**config.mk**
```make
export PLATFORM = sky130hd
export DESIGN_NAME = muxsram_target
export DESIGN_NICKNAME = d
export VERILOG_FILES = /design/src/rtl/muxsram_pkg.sv /design/src/rtl/muxsram_sync.sv /design/src/rtl/muxsram_decode.sv /design/src/rtl/muxsram_mem.sv /design/src/rtl/muxsram_we_guard.sv /design/src/rtl/muxsram_target.sv
export SDC_FILE = /design/constraint.sdc
export NUM_CORES = 2
export LEC_CHECK = 0
export ABC_AREA = 0
export BUFFER_PORTS_ARGS = -buffer_cell sky130_fd_sc_hd__buf_2
export CAP_MARGIN = 20
export CORE_MARGIN = 1
export CORE_UTILIZATION = 55
export CTS_BUF_LIST = sky130_fd_sc_hd__clkbuf_16
export CTS_CLUSTER_SIZE = 10
export DETAILED_ROUTE_END_ITERATION = 12
export GPL_ROUTABILITY_DRIVEN = 0
export PLACE_DENSITY = 0.77
export REMOVE_ABC_BUFFERS = 1
export SYNTH_ARGS = -nofsm -noshare
export SYNTH_HDL_FRONTEND = slang
export SYNTH_HIERARCHICAL = 1
export SYNTH_SLANG_ARGS = --single-unit
```
**constraint.sdc**
```tcl
create_clock -name clk -period 6.6 [get_ports clk]
set_input_delay 1.98 -clock clk [delete_from_list [all_inputs] [get_ports clk]]
set_output_delay 1.98 -clock clk [all_outputs]
set_load 0.01 [all_outputs]
```
**src/rtl/muxsram_pkg.sv**
```systemverilog
// Shared types for the multiplexed SRAM bus target.
// Assumes a 16-bit shared bus split in two byte lanes and five upper address pins.
package muxsram_pkg;
    localparam int BUS_W   = 16;
    localparam int AHI_W   = 5;
    localparam int LANES   = BUS_W / 8;
    localparam int CTRL_W  = 6;
    localparam int PIN_W   = CTRL_W + AHI_W + BUS_W;

    typedef enum logic [1:0] {
        MODE_IDLE  = 2'd0,
        MODE_ADDR  = 2'd1,
        MODE_READ  = 2'd2,
        MODE_WRITE = 2'd3
    } bus_mode_e;

    typedef struct packed {
        logic             cs_n;
        logic             adv_n;
        logic             oe_n;
        logic             we_n;
        logic             ub_n;
        logic             lb_n;
        logic [AHI_W-1:0] a_hi;
        logic [BUS_W-1:0] adq;
    } pins_t;

    localparam logic [PIN_W-1:0] PINS_IDLE = {{CTRL_W{1'b1}}, {(AHI_W + BUS_W){1'b0}}};
endpackage

```
**src/rtl/muxsram_sync.sv**
```systemverilog
// Two-flop synchroniser for a vector of asynchronous pins.
// Assumes multi-bit groups are held steady by the bus master long enough
// that a skewed sample cannot be taken as a valid word.
module muxsram_sync #(
    parameter int             W       = 8,
    parameter logic [W-1:0]   RST_VAL = '0
) (
    input  logic         clk,
    input  logic         rst_n,
    input  logic [W-1:0] d,
    output logic [W-1:0] q
);
    logic [W-1:0] meta;

    // Two register stages toward the clock domain.
    always_ff @(posedge clk) begin
        if (!rst_n) begin
            meta <= RST_VAL;
            q    <= RST_VAL;
        end else begin
            meta <= d;
            q    <= meta;
        end
    end
endmodule

```
**src/rtl/muxsram_decode.sv**
```systemverilog
// Mode decoder: latches the access address, tracks an active write and
// emits a one-cycle commit when the write ends, plus read lane enables.
// Assumes its inputs are already synchronised.
module muxsram_decode
    import muxsram_pkg::*;
#(
    parameter int LO_W = 4,
    parameter int HI_W = 2,
    localparam int IDX_W = LO_W + HI_W
) (
    input  logic             clk,
    input  logic             rst_n,
    input  pins_t            s,
    output logic [IDX_W-1:0] idx_q,
    output logic             commit,
    output logic [LANES-1:0] commit_be,
    output logic [BUS_W-1:0] commit_data,
    output logic [LANES-1:0] rd_lanes
);
    bus_mode_e        mode;
    logic             wr_live;
    logic             pend_q;
    logic [LANES-1:0] be_q;
    logic [BUS_W-1:0] data_q;
    logic [LANES-1:0] lane_en;

    assign lane_en = ~{s.ub_n, s.lb_n};

    // Decode the bus mode from the strobes; a write outranks a read.
    always_comb begin
        if (s.cs_n)       mode = MODE_IDLE;
        else if (!s.adv_n) mode = MODE_ADDR;
        else if (!s.we_n)  mode = MODE_WRITE;
        else if (!s.oe_n)  mode = MODE_READ;
        else               mode = MODE_IDLE;
    end

    assign wr_live = (mode == MODE_WRITE) && (lane_en != '0);

    // Follow the address bus while address-valid is low; hold otherwise.
    always_ff @(posedge clk) begin
        if (!rst_n)               idx_q <= '0;
        else if (mode == MODE_ADDR) idx_q <= {s.a_hi[HI_W-1:0], s.adq[LO_W-1:0]};
    end

    // Capture data and lanes on each live write cycle.
    always_ff @(posedge clk) begin
        if (!rst_n) begin
            pend_q <= 1'b0;
            be_q   <= '0;
            data_q <= '0;
        end else if (wr_live) begin
            pend_q <= 1'b1;
            be_q   <= lane_en;
            data_q <= s.adq;
        end else begin
            pend_q <= 1'b0;
        end
    end

    assign commit      = pend_q && !wr_live;
    assign commit_be   = be_q;
    assign commit_data = data_q;
    assign rd_lanes    = (mode == MODE_READ) ? lane_en : '0;
endmodule

```
**src/rtl/muxsram_mem.sv**
```systemverilog
// Byte-lane register file: one array per lane, synchronous write with a
// lane strobe, combinational read. Cleared by reset.
module muxsram_mem
    import muxsram_pkg::*;
#(
    parameter int IDX_W = 6,
    localparam int DEPTH = 1 << IDX_W
) (
    input  logic             clk,
    input  logic             rst_n,
    input  logic             we,
    input  logic [LANES-1:0] be,
    input  logic [IDX_W-1:0] idx,
    input  logic [BUS_W-1:0] wdata,
    output logic [BUS_W-1:0] rdata
);
    for (genvar l = 0; l < LANES; l++) begin : g_lane
        logic [7:0] cells [DEPTH];

        // Store this lane when its strobe is set.
        always_ff @(posedge clk) begin
            if (!rst_n) begin
                for (int i = 0; i < DEPTH; i++) cells[i] <= 8'h00;
            end else if (we && be[l]) begin
                cells[idx] <= wdata[l*8 +: 8];
            end
        end

        assign rdata[l*8 +: 8] = cells[idx];
    end
endmodule

```
**src/rtl/muxsram_we_guard.sv**
```systemverilog
// Counts consecutive sampled-low cycles of write-enable and raises a
// sticky flag once the count exceeds the limit. Reset alone clears it.
module muxsram_we_guard #(
    parameter int WE_LIMIT = 500,
    localparam int CW = $clog2(WE_LIMIT + 1)
) (
    input  logic clk,
    input  logic rst_n,
    input  logic we_n_s,
    output logic err
);
    logic [CW-1:0] run_q;

    // Saturating run-length counter and sticky flag.
    always_ff @(posedge clk) begin
        if (!rst_n) begin
            run_q <= '0;
            err   <= 1'b0;
        end else if (we_n_s) begin
            run_q <= '0;
        end else begin
            if (run_q == CW'(WE_LIMIT)) err <= 1'b1;
            else                        run_q <= run_q + 1'b1;
        end
    end
endmodule

```
**src/rtl/muxsram_target.sv**
```systemverilog
// Top of the multiplexed SRAM bus target. Synchronises the pins, decodes
// the access, stores writes in a byte-lane register file and registers
// read data and lane enables toward the shared bus.
// Assumes the master holds each bus phase for at least two clocks.
module muxsram_target
    import muxsram_pkg::*;
#(
    parameter int LO_W     = 4,
    parameter int HI_W     = 2,
    parameter int WE_LIMIT = 500,
    localparam int IDX_W   = LO_W + HI_W
) (
    input  logic             clk,
    input  logic             rst_n,
    input  logic             cs_n,
    input  logic             adv_n,
    input  logic             oe_n,
    input  logic             we_n,
    input  logic             ub_n,
    input  logic             lb_n,
    input  logic [AHI_W-1:0] a_hi,
    input  logic [BUS_W-1:0] adq_in,
    output logic [BUS_W-1:0] adq_out,
    output logic [LANES-1:0] adq_oe,
    output logic             we_err
);
    pins_t            raw_pins;
    pins_t            s_pins;
    logic [IDX_W-1:0] idx_q;
    logic             mem_we;
    logic [LANES-1:0] mem_be;
    logic [BUS_W-1:0] mem_wdata;
    logic [BUS_W-1:0] mem_rdata;
    logic [LANES-1:0] rd_lanes;

    assign raw_pins = '{cs_n: cs_n, adv_n: adv_n, oe_n: oe_n, we_n: we_n,
                        ub_n: ub_n, lb_n: lb_n, a_hi: a_hi, adq: adq_in};

    muxsram_sync #(.W(PIN_W), .RST_VAL(PINS_IDLE)) u_sync (
        .clk(clk), .rst_n(rst_n), .d(raw_pins), .q(s_pins)
    );

    muxsram_decode #(.LO_W(LO_W), .HI_W(HI_W)) u_dec (
        .clk(clk), .rst_n(rst_n), .s(s_pins), .idx_q(idx_q),
        .commit(mem_we), .commit_be(mem_be), .commit_data(mem_wdata),
        .rd_lanes(rd_lanes)
    );

    muxsram_mem #(.IDX_W(IDX_W)) u_mem (
        .clk(clk), .rst_n(rst_n), .we(mem_we), .be(mem_be), .idx(idx_q),
        .wdata(mem_wdata), .rdata(mem_rdata)
    );

    muxsram_we_guard #(.WE_LIMIT(WE_LIMIT)) u_guard (
        .clk(clk), .rst_n(rst_n), .we_n_s(s_pins.we_n), .err(we_err)
    );

    // Register read data and lane enables toward the bus.
    always_ff @(posedge clk) begin
        if (!rst_n) begin
            adq_out <= '0;
            adq_oe  <= '0;
        end else begin
            adq_out <= mem_rdata;
            adq_oe  <= rd_lanes;
        end
    end
endmodule

```
# Word-level counts from Yosys, hierarchy flattened
# Memories as Yosys holds them, arrays and structs flattened. A register that Yosys moved wholly into a read port is not among the register bits.
# Cells that the tools add are included.
dict set report word_totals {
  register_bits 91
  latchBits 0
  ramBits 1024
  rom_bits 0
  out_inout_bits 19
  mem_count 2
}
# memory depth width rd rd_ports_with_merged_regs write_ports line
set memory_table {}
lappend memory_table {{u_mem.g_lane[0].cells} 64 8 1 1 64 muxsram_mem.sv:18} ;# logic [7:0] cells [DEPTH];
lappend memory_table {{u_mem.g_lane[1].cells} 64 8 1 1 64 muxsram_mem.sv:18}
dict set report classes {
  add_sub_neg 1
  multipliers 0
  n_div 0
  order_cmp 0
  eq_ne 4
  shift 0
  mux 18
  bitwise_logic 3
  reduce_logical 13
}
# cell count
set ops {}
lappend ops {{two-way mux 8 bit} 2}
lappend ops {{OR reduction 8 bit} 2}
lappend ops {{two-way mux 6 bit} 2}
lappend ops {{two-way mux 1 bit} 10}
lappend ops {{adder 9 x 1 -> 9 bit, second input constant} 1}
lappend ops {{equality test 9 bit, second input constant} 1}
lappend ops {{two-way mux 2 bit} 4}
lappend ops {{equality test 2 bit, second input constant} 2}
lappend ops {{logical AND 1 bit} 4}
lappend ops {{AND reduction 2 bit} 2}
lappend ops {{zero test 1 bit} 3}
lappend ops {{equality test 2 x 1 -> 1 bit, second input constant} 1}
lappend ops {{NOT 1 bit} 2}
lappend ops {{NOT 2 bit} 1}
lappend ops {{nonzero test 2 bit} 1}
lappend ops {{OR reduction 2 bit} 1}

# Depth between registers and ports, before layout
dict set report depth {
  depth_word 14
  mapped_depth 11
}

# Cells and area by module
# The synthesis kept the hierarchy.
# mod n_inst cells_each area_per_inst_um2 seq_area_each_um2
set modules_own_cells {}
lappend modules_own_cells {muxsram_mem 1 3626 47256.6 30749.5}
lappend modules_own_cells {muxsram_sync 1 113 1448.9 1081.0}
lappend modules_own_cells {muxsram_decode 1 114 1034.7 500.5}
lappend modules_own_cells {muxsram_target 1 37 501.7 360.3}
lappend modules_own_cells {muxsram_we_guard 1 53 461.7 200.2}

# Least setup slack after synthesis
# OpenSTA, ideal clock, no wires.
dict set report synth_path {
  path_type {input-to-reg}
  startpoint {input port rst_n}
  endpoint {memory u_mem.g_lane[0].cells[0][0], enable pin}
  setup_ps 384
  t_arrival_ps 3240
  required_time_ps 6216
  path_slack_ps 2976
  cell_stages 5
  path_buffers 1
  cell_sequence {nand3_1 > nor2_1 > nand2_1 > clkbuf_1 > o21ai_0}
}
# item line
set synth_rtl {}
lappend synth_rtl {{start: declaration} muxsram_target.sv:14} ;# input logic rst_n,
lappend synth_rtl {{end: declaration} muxsram_mem.sv:18}

==> out/metrics.csv <==
metric;value;unit
ios;48;
cpMaxStageDelayCell;buf_4;
cts_sinks;1125;
drt_wl_total;133;mm
fin_cells;5174;
tns;0;ns
cp.arrival;4.83;ns
required;7.27;ns
stdcell_area;55700;sq um
crit_end;adq_out[8]$_SDFF_PN0_;
avgViaCountPerCell;6.41;
die_w;305;um
dp_hpwl;78.0;mm
nFillCells;6722;
antenna_found_initial;4;
worst-path-buf-inv;2;
slew_viol_final;0;
cellInternalPower;11.8;mW
fmax;240;MHz
gr-total-overflow;0;
antenna_cells;0;
reg2reg_from;u_dec/idx_q[0]$_SDFFE_PN0N_;
path_cells;buf_4, and2_4, buf_4, and3_1, a31oi_1, o21ai_0, o21ai_0, or4b_1, and2_2;
finalCriticalPeriod;4.16;ns
max_slew_margin;22.8;%
clock-root-buffer;clkbuf_16;
rows;110;
dp_cells;4921;
die_area;93100;sq um
rsz0062_at_grt;no;
ir_worst_vdd;0.290;mV
clkLatencyLatePin;0.74;ns
crit_path_max_incr_delay;0.72;ns
status;finished, final reports clean;
start_kind;register;
cts_buffer_depth;3;
max_cap_violations;0;
area_delta_synth_final;10.2;%
post-route-drc-count;0;
switching_share;20.5;%
cp_max_fo;51;
post_dp_cell_area;51700;sq um
grtUsageTotal;28.3;%
ant_nets;0;
start_util;55.8;%
cellLeakagePower;20.0;nW
r2r_cells;9;
p_clk_share;43.2;%
setup_viol;0;
final.setup_skew;0.0230;ns
worst-path-stages;9;
io_buffers;44;
hold_viol;0;
netSwitchingPower;3.03;mW
core;90600;sq um
path_delay_family;buffers and inverters;
htreeDepth;4;
syn-cell-area;50500;sq um
drt-initial-drc-count;4407;
grt_pass1_vias;31888;
cts_setup_buffers;0;
seq_power_share;54.4;%
cts.clk_slew.worst_paths;0.05;ns
cts_buffers;131;
cts_tree;yes;
rrSetupSlack;2.44;ns
ctsResizeCount;0;
crit_type;reg2reg;
drt-pass1-iter-count;6;
worstSetupStartpoint;u_dec/idx_q[0]$_SDFFE_PN0N_;
worstMarginPinSlew;1.15;ns
reg2reg_to;adq_out[8]$_SDFF_PN0_;
route.vias.total;33154;
seq_area;32800;sq um
end_kind;register;
comb_power_share;2.4;%
cts_hold_buf;0;
grt_pass1_wl;197;mm
worstHoldPathType;reg2reg;
synthCells;3931;
grt_max_degree;126;
nNetsFinal;3961;
drive_gt1_share;12.5;%
power_density;266;nW/um^2
die_y;305;um
syn_area_per_cell;12.9;sq um
wl_per_cell;25.7;um
multi_input_area;16200;sq um
period_share;63.1;%
yosys_warnings;6;
==> cell type report <==
type                    count  share of cell area, %
flip-flops and latches   1125                   58.9
multi-input cells        2447                   29.1
clock inverters            67                  0.665
inverters                   7                 0.0539
clock buffers             134                   6.02
well taps                1176                   2.64
repair buffers            218                   2.62
==> power by group through the flow <==
stage / Combinational (mW) / Sequential, mW / Clock [mW]
after floorplan: 0.189 / 8.18 / 0
after global placement: 0.320 / 8.19 / 0
after detailed placement: 0.329 / 8.20 / 0
after CTS: 0.331 / 8.06 / 6.44
after global routing: 0.375 / 8.07 / 6.72
final: 0.352 / 8.06 / 6.39
==> worst min-delay path by stage <==
| stage | from | slack, ns | cells after the start | end |
|---|---|---|---|---|
| 3_3_place_gp | u_sync/meta[24]$_SDFF_PN1_ | 0.39 | 1 | u_sync/q[24]$_SDFF_PN1_ |
| 2_1_floorplan | u_sync/meta[24]$_SDFF_PN1_ | 0.38 | 1 | u_sync/q[24]$_SDFF_PN1_ |
| 4_1_cts | u_sync/meta[21]$_SDFF_PN1_ | 0.40 | 1 | u_sync/q[21]$_SDFF_PN1_ |
| 5_1_grt | u_sync/meta[26]$_SDFF_PN1_ | 0.42 | 1 | u_sync/q[26]$_SDFF_PN1_ |
| 3_5_place_dp | u_sync/meta[26]$_SDFF_PN1_ | 0.39 | 1 | u_sync/q[26]$_SDFF_PN1_ |
| 6_report | u_sync/meta[26]$_SDFF_PN1_ | 0.40 | 1 | u_sync/q[26]$_SDFF_PN1_ |
==> per-stage QoR <==
stage               util, %  power, mW  setup slack [ns]  hold WS, ns
finish                 61.5       14.8              2.44        0.401
global route           61.5       15.2              2.31        0.423
CTS                    61.2       14.8              2.49        0.402
detailed placement     57.1       8.53              1.73        0.391
global placement       57.1       8.51              1.77        0.392
floorplan                 -       8.36             -4.63        0.385
==> registers in the layout (all words and copies together), names as in the netlist <==
register and flops:
u_guard/run_q 9, u_dec/commit_data 16, u_dec/idx_q 6, u_guard/err 1
u_sync/q 24, adq_out 16, adq_oe 2, u_dec/pend_q 1
u_mem/g_lane.cells 1024, u_dec/commit_be 2, u_sync/meta 24
==> routing by layer <==
metal  global-route usage, %  routed length [um]  vias to the layer above
met4                    15.1                6800                        6
met5                       0                  34                        -
met2                    44.3               61900                     2122
met1                    37.7               49500                    16163
li1                        -                   -                    14433
met3                    5.16               14700                      430
==> layout by cell type, fill, tap and decap left out, types with 13 or more instances in the layout <==
master and n:
o22ai_1 47, mux2i_1 96, a31oi_1 14, inv_1 58
dfxtp_2 16, and2_2 14, nand2b_1 13, nor3_1 35
dfxtp_1 82, or3_1 13, a21oi_1 58, mux2_2 46
o21ai_0 219, buf_4 118, and2_1 1066, edfxtp_1 1024
a221oi_1 198, buf_2 76, mux4_2 31, a22oi_1 122
clkbuf_16 134, nor2_1 236, nand2_1 81
No activity file was read; power rests on OpenSTA's default activity.
